`src/rtl/secc_pkg.sv`:
```
package secc_pkg;
  localparam int BIT_W  = 3;
  localparam int IDX_W  = 9;
  localparam int ADDR_W = IDX_W + BIT_W;
  localparam int CODE_W = 2 * ADDR_W;
  localparam int RAW_W  = 32;

  typedef enum logic [1:0] {
    ST_CLEAN    = 2'd0,
    ST_DATA_FIX = 2'd1,
    ST_CODE_BIT = 2'd2,
    ST_UNCORR   = 2'd3
  } status_e;

  typedef struct packed {
    logic [ADDR_W-1:0] hi;
    logic [ADDR_W-1:0] lo;
  } par_t;

  typedef struct packed {
    status_e           status;
    logic [IDX_W-1:0]  idx;
    logic [7:0]        mask;
  } verdict_t;

  // Fold one byte at position idx into the parity halves.
  function automatic par_t fold_byte(par_t p, logic [IDX_W-1:0] idx, logic [7:0] d);
    par_t r;
    logic [ADDR_W-1:0] a;
    r = p;
    for (int b = 0; b < 8; b++) begin
      a = {idx, BIT_W'(b)};
      if (d[b]) begin
        r.hi = r.hi ^ a;
        r.lo = r.lo ^ ~a;
      end
    end
    return r;
  endfunction

  // Gapped raw layout: hi in 27:16, lo in 11:0, reserved bits zero.
  function automatic logic [RAW_W-1:0] raw_word(par_t p);
    return {4'b0000, p.hi, 4'b0000, p.lo};
  endfunction

  function automatic logic [CODE_W-1:0] pack_code(logic [RAW_W-1:0] raw);
    return ~{raw[27:16], raw[11:0]};
  endfunction

  function automatic verdict_t judge(logic [CODE_W-1:0] diff, int unsigned limit);
    verdict_t v;
    v.status = ST_CLEAN;
    v.idx    = '0;
    v.mask   = '0;
    if (diff == '0) begin
      v.status = ST_CLEAN;
    end else if ((diff[CODE_W-1:ADDR_W] ^ diff[ADDR_W-1:0]) == {ADDR_W{1'b1}}) begin
      if (32'(diff[CODE_W-1:ADDR_W+BIT_W]) < limit) begin
        v.status = ST_DATA_FIX;
        v.idx    = diff[CODE_W-1:ADDR_W+BIT_W];
        v.mask   = 8'd1 << diff[ADDR_W+BIT_W-1:ADDR_W];
      end else begin
        v.status = ST_UNCORR;
      end
    end else if ((diff & (diff - 1'b1)) == '0) begin
      v.status = ST_CODE_BIT;
    end else begin
      v.status = ST_UNCORR;
    end
    return v;
  endfunction
endpackage

```
`src/rtl/secc_accum.sv`:
```
module secc_accum
  import secc_pkg::*;
(
  input  logic             clk,
  input  logic             rst_n,
  input  logic             in_start,
  input  logic             in_valid,
  input  logic [7:0]       in_byte,
  input  logic             clr,
  output par_t             par_next,
  output par_t             par_q,
  output logic [IDX_W-1:0] pos_q
);
  logic             restart;
  par_t             par_base;
  logic [IDX_W-1:0] pos_base;

  assign restart  = in_valid && in_start;
  assign par_base = restart ? '0 : par_q;
  assign pos_base = restart ? '0 : pos_q;

  always_comb begin
    par_next = par_q;
    if (in_valid) par_next = fold_byte(par_base, pos_base, in_byte);
  end

  always_ff @(posedge clk) begin
    if (!rst_n) begin
      par_q <= '0;
      pos_q <= '0;
    end else if (clr) begin
      par_q <= '0;
      pos_q <= '0;
    end else if (in_valid) begin
      par_q <= par_next;
      pos_q <= pos_base + 1'b1;
    end
  end

  assert_clear_R5: assert property (@(posedge clk) disable iff (!rst_n)
    clr |=> (par_q == '0 && pos_q == '0));
  assert_restart_R4: assert property (@(posedge clk) disable iff (!rst_n)
    (in_valid && in_start && !clr) |=> pos_q == IDX_W'(1));
  assert_step_R4: assert property (@(posedge clk) disable iff (!rst_n)
    (in_valid && !in_start && !clr) |=> pos_q == IDX_W'($past(pos_q) + 1'b1));
  assert_hold_R2: assert property (@(posedge clk) disable iff (!rst_n)
    (!in_valid && !clr) |=> $stable(par_q) && $stable(pos_q));
endmodule

```
`src/rtl/secc_judge.sv`:
```
module secc_judge
  import secc_pkg::*;
#(
  parameter int unsigned SECTOR_BYTES = 512
) (
  input  logic [CODE_W-1:0] calc,
  input  logic [CODE_W-1:0] stored,
  output logic [CODE_W-1:0] diff,
  output verdict_t          verdict
);
  assign diff    = calc ^ stored;
  assign verdict = judge(diff, SECTOR_BYTES);
endmodule

```
`src/rtl/sector_ecc_check.sv`:
```
module sector_ecc_check
  import secc_pkg::*;
#(
  parameter int unsigned SECTOR_BYTES = 512
) (
  input  logic              clk,
  input  logic              rst_n,
  input  logic              in_start,
  input  logic              in_valid,
  input  logic [7:0]        in_byte,
  input  logic              chk_req,
  input  logic [23:0]       chk_code,
  output logic              res_valid,
  output logic [1:0]        res_status,
  output logic [8:0]        res_byte,
  output logic [7:0]        res_mask,
  output logic [23:0]       res_code
);
  par_t              fold_par;
  par_t              held_par;
  logic [IDX_W-1:0]  pos_w;
  logic [RAW_W-1:0]  calc_raw;
  logic [CODE_W-1:0] calc_code;
  logic [CODE_W-1:0] diff_w;
  verdict_t          verdict;

  secc_accum u_accum (
    .clk      (clk),
    .rst_n    (rst_n),
    .in_start (in_start),
    .in_valid (in_valid),
    .in_byte  (in_byte),
    .clr      (chk_req),
    .par_next (fold_par),
    .par_q    (held_par),
    .pos_q    (pos_w)
  );

  assign calc_raw  = raw_word(fold_par);
  assign calc_code = pack_code(calc_raw);

  secc_judge #(.SECTOR_BYTES(SECTOR_BYTES)) u_judge (
    .calc    (calc_code),
    .stored  (chk_code),
    .diff    (diff_w),
    .verdict (verdict)
  );

  always_ff @(posedge clk) begin
    if (!rst_n) begin
      res_valid  <= 1'b0;
      res_status <= ST_CLEAN;
      res_byte   <= '0;
      res_mask   <= '0;
      res_code   <= '1;
    end else begin
      res_valid <= chk_req;
      if (chk_req) begin
        res_status <= verdict.status;
        res_byte   <= verdict.idx;
        res_mask   <= verdict.mask;
        res_code   <= calc_code;
      end
    end
  end

  assert_pulse_R5: assert property (@(posedge clk) disable iff (!rst_n)
    chk_req |=> res_valid);
  assert_only_req_R5: assert property (@(posedge clk) disable iff (!rst_n)
    res_valid |-> $past(chk_req));
  assert_clean_R6: assert property (@(posedge clk) disable iff (!rst_n)
    (res_valid && res_status == ST_CLEAN) |->
      (res_code == $past(chk_code) && res_byte == '0 && res_mask == '0));
  assert_fix_R7: assert property (@(posedge clk) disable iff (!rst_n)
    (res_valid && res_status == ST_DATA_FIX) |->
      ($onehot(res_mask) && 32'(res_byte) < SECTOR_BYTES));
  assert_code_bit_R9: assert property (@(posedge clk) disable iff (!rst_n)
    (res_valid && res_status == ST_CODE_BIT) |->
      ($countones(res_code ^ $past(chk_code)) == 1 && res_byte == '0 && res_mask == '0));
  assert_uncorr_R10: assert property (@(posedge clk) disable iff (!rst_n)
    (res_valid && res_status == ST_UNCORR) |->
      (res_code != $past(chk_code) && res_byte == '0 && res_mask == '0));
endmodule

```
`config.mk`:
```
export PLATFORM = sky130hd
export DESIGN_NAME = sector_ecc_check
export DESIGN_NICKNAME = d
export VERILOG_FILES = /design/src/rtl/secc_pkg.sv /design/src/rtl/secc_accum.sv /design/src/rtl/secc_judge.sv /design/src/rtl/sector_ecc_check.sv
export SDC_FILE = /design/constraint.sdc
export NUM_CORES = 1
export LEC_CHECK = 0
export CORE_ASPECT_RATIO = 0.5
export CORE_UTILIZATION = 40
export DETAILED_ROUTE_END_ITERATION = 16
export PLACE_DENSITY = 0.64
export SYNTH_ARGS = -nofsm -noshare
export SYNTH_HDL_FRONTEND = slang
export SYNTH_SLANG_ARGS = --single-unit
```
`constraint.sdc`:
```
create_clock -name clk -period 5.6 [get_ports clk]
set_input_delay 0.84 -clock clk [delete_from_list [all_inputs] [get_ports clk]]
set_output_delay 0.84 -clock clk [all_outputs]
set_load 0.01 [all_outputs]
```
==> summary.txt <==
Worst setup path
  – CP Class: in2reg
  – Worst-path fanout max: 17
  – Slowest CP cell: xnor2_1
  – Slowest stage delay, CP: 0.61 ns
  – Worst Path Required: 5.82 ns
  – R2R depth: 11
  – Worst setup SP type: primary input
  – Number of cells on the critical path: 13
  – Crit path cell chain: clkdlybuf4s50_1, xnor2_2, xnor2_2, xnor2_1, buf_4, a31oi_1, a211oi_2, and2_1, nand4_2, nor4_2, a31oi_1, nand2_2, o21ai_0
  – Critical path's top delay family: XOR/XNOR gates
  – CP Buf/Inv Count: 2
  – CP arrival: 4.71 ns
  – Crit path capture type: flip-flop

Detailed routing
  – WL per Instance: 15.7 um
  – Vias per inst: 5.32
  – Post-route ant nets: 0
  – DRT Pass-1 Iters: 7
  – Total vias in the final route: 3873
  – Routed WL: 11.4 mm
  – Initial DRC count: 281
  – DRC Markers: 0

Global route
  – First-pass GRT wire length: 18.7 mm
  – Largest net degree at the start of global routing: 26
  – Vias in the first global route: 3721
  – GR Overflow Total: 0
  – Initial antenna violation count: 0
  – GRT Total Usage: 21.4%

Yosys
  – Yosys synthesis warning count: 0
  – Fraction of registers with async set/reset: 0%
  – Post-synth top area cell: dfxtp_1
  – Top_reg_cell synth: dfxtp_1
  – Cells after Synth: 512
  – Post-Syn Nets: 549
  – Post-synth EDFFs: 0
  – Yosys top cell area share: 35.2%
  – Ranking of synthesized cells by area: dfxtp_1 (35%), xnor2_1 (6.4%), nand2_1 (6.1%)
  – Mean Syn Cell Area: 8.56 um^2
  – Yosys reg bits: 77
  – Synthesized area: 4380 um^2
  – Post-synthesis sequential area ratio: 35.2%
  – Synth cell types: 67

Power and ir drop
  – Pwr dens: 286 nW/um^2
  – Combinational Power Share: 28.2%
  – P_int: 1100 uW
  – Reported net switching power: 497 uW
  – Sw frac: 31.1%
  – Peak VDD IR: 141 uV
  – Leakage: 0.00201 uW
  – Clock share of power: 35.1%
  – Sequential Power Share: 36.6%

Timing
  – Final worst slack: 1.10 ns
  – Skew final: 0.00699 ns
  – Fin Setup TNS: 0 ns
  – Slew margin rel.: 41.9%
  – Fin. Hold Viols: 0
  – RSZ-0062 raised after global routing: false
  – Fmax: 222 MHz
  – Pins Over Slew Limit: 0
  – Fin crit share: 80.3%
  – Worst-Margin Slew: 0.869 ns
  – Final Critical Period: 4.50 ns
  – Setup violations, final: 0

Place
  – DP HPWL: 8.58 mm
  – Final RePlAce weighted congestion: 0.805
  – Post-Place Setup Slack: 0.810 ns
  – PortBufs: 80

Clock tree
  – Inserted Clock Buffers: 9
  – Clock latency on the worst-skew pair: 0.34 ns
  – Postcts setup bufs: 0
  – Clock Sink Count: 77
  – Cts hold-fix bufs: 0
  – Post-cts sizing count: 0
  – Root Buffer: clkbuf_16
  – Reg clk slew, reported paths: 0.06 ns
  – Clock buffer depth: 2
  – CTS HTree Levels: 3
  – TritonCTS clock tree: yes

Worst hold path
  – Worst Hold Depth: 2
  – Worst hold path type: reg2reg

Floorplanning
  – Total core area: 10400 um^2
  – Core Rows: 26
  – Top Ports: 81
  – Chip width: 150 um
  – Starting Density: 42.1%
  – Die ar.: 11400 um^2
  – Vert. Die Dim: 76.0 um

Job
  – Max Cap Viol: 0

Layout
  – Area growth syn-to-layout: 27.5%
  – Final core occ: 53.7%
  – Fraction of layout cells with a size suffix above 1: 9.20%
  – Final nets: 619

Outcome
  – Outcome: completed
-- power groups by stage --
stage               Clock, uW  Sequential, uW  Combinational [uW]
floorplan                   0             600                 312
global placement            0             597                 444
detailed placement          0             597                 449
CTS                       576             585                 452
global route              603             588                 492
finish                    562             585                 452
-- cell usage after synthesis, types with 2 or more instances --
cell type  number
a211o_1        10
a211oi_1        4
a211oi_2        2
a21o_1          2
a21oi_1        15
a22o_1          3
a22oi_1         2
a311oi_1        7
a31oi_1        10
a31oi_2         6
a32oi_1         3
and2_1         11
and3_1          3
and4_1          2
buf_1           2
buf_6           2
clkbuf_1       25
dfxtp_1        77
inv_1          16
maj3_1          3
mux2i_1        15
nand2_1        71
nand2b_1        3
nand3_1         8
nand4_1         2
nor2_1         44
nor2b_1        11
nor3_1          4
nor4_2          2
nor4b_1         4
o211ai_1        6
o21ai_0        28
o21ai_1        10
o21bai_1        3
o22a_1          3
o22ai_1         4
o31ai_1         4
xnor2_1        32
xnor2_2         7
xnor3_1         3
xor2_1         16
xor2_2          2
-- metrics by stage --
| stage | std cells | power (uW) | hold WS (ns) | area, um^2 |
|---|---|---|---|---|
| 6_report | 728 | 1600 | 0.444 | 5590 |
| 5_1_grt | 727 | 1680 | 0.459 | 5590 |
| 4_1_cts | 727 | 1610 | 0.452 | 5590 |
| 3_5_place_dp | 711 | 1050 | 0.444 | 5300 |
| 3_3_place_gp | 711 | 1040 | 0.439 | 5300 |
| 2_1_floorplan | 512 | 912 | 0.470 | 4380 |
-- logic make-up after synthesis --
logic type,count (synthesis),share of synthesized area (%)
AND/OR/NAND/NOR,176,19.7
AO/OA/AOI/OAI,133,21.8
flip-flops,77,35.2
XOR/XNOR,60,14.5
buffers and inverters,47,4.48
multiplexers,16,3.68
adder cells (fa/ha/maj),3,0.685
-- cells in the final DEF, fill, tap and decap left out, types with 15 or more instances in the layout --
cell             count
mux2i_1             15
o21ai_0             28
inv_1               16
clkdlybuf4s50_1     80
xnor2_1             32
nand2_1             71
xor2_1              16
nor2_1              44
dfxtp_1             77
a21oi_1             15
-- layout make-up --
| type | count | area [um^2] |
|---|---|---|
| Tap cell | 140 | 175 |
| Antenna cell | 1 | 2.50 |
| Inverter | 16 | 60.1 |
| Fill cell | 993 | 4820 |
| Timing Repair Buffer | 90 | 876 |
| Clock inverter | 3 | 18.8 |
| Sequential cell | 77 | 1540 |
| Clock buffer | 13 | 270 |
| Multi-Input combinational cell | 388 | 2650 |
-- worst min-delay path, cell delays in order, from the launching register on --
cell     delay [ns]
dfxtp_1        0.31
nand2_1        0.05
o21ai_1        0.05
-- flip-flops by register name, indices dropped and copies added (netlist names) --
| signal | count |
|---|---|
| u_accum.par_q | 24 |
| res_mask | 8 |
| res_status | 2 |
| u_accum.pos_q | 9 |
| res_valid | 1 |
| res_byte | 9 |
| res_code | 24 |
-- layer usage --
metal / wire length [um] / GRT usage (%)
met5: 0 / 0
met4: 101 / 5.56
met3: 690 / 4.85
met2: 5070 / 32.5
met1: 5560 / 30.2
-- final timing paths --
path / startpoint / end / slack (ns)
min: res_byte[2] / res_byte[2] / 0.44
max reg2reg: u_accum.pos_q[1] / res_mask[7] / 2.39
min reg2reg: res_byte[2] / res_byte[2] / 0.44
max: in_byte[0] / res_mask[7] / 1.10
Power figures use the tool's default switching activity.
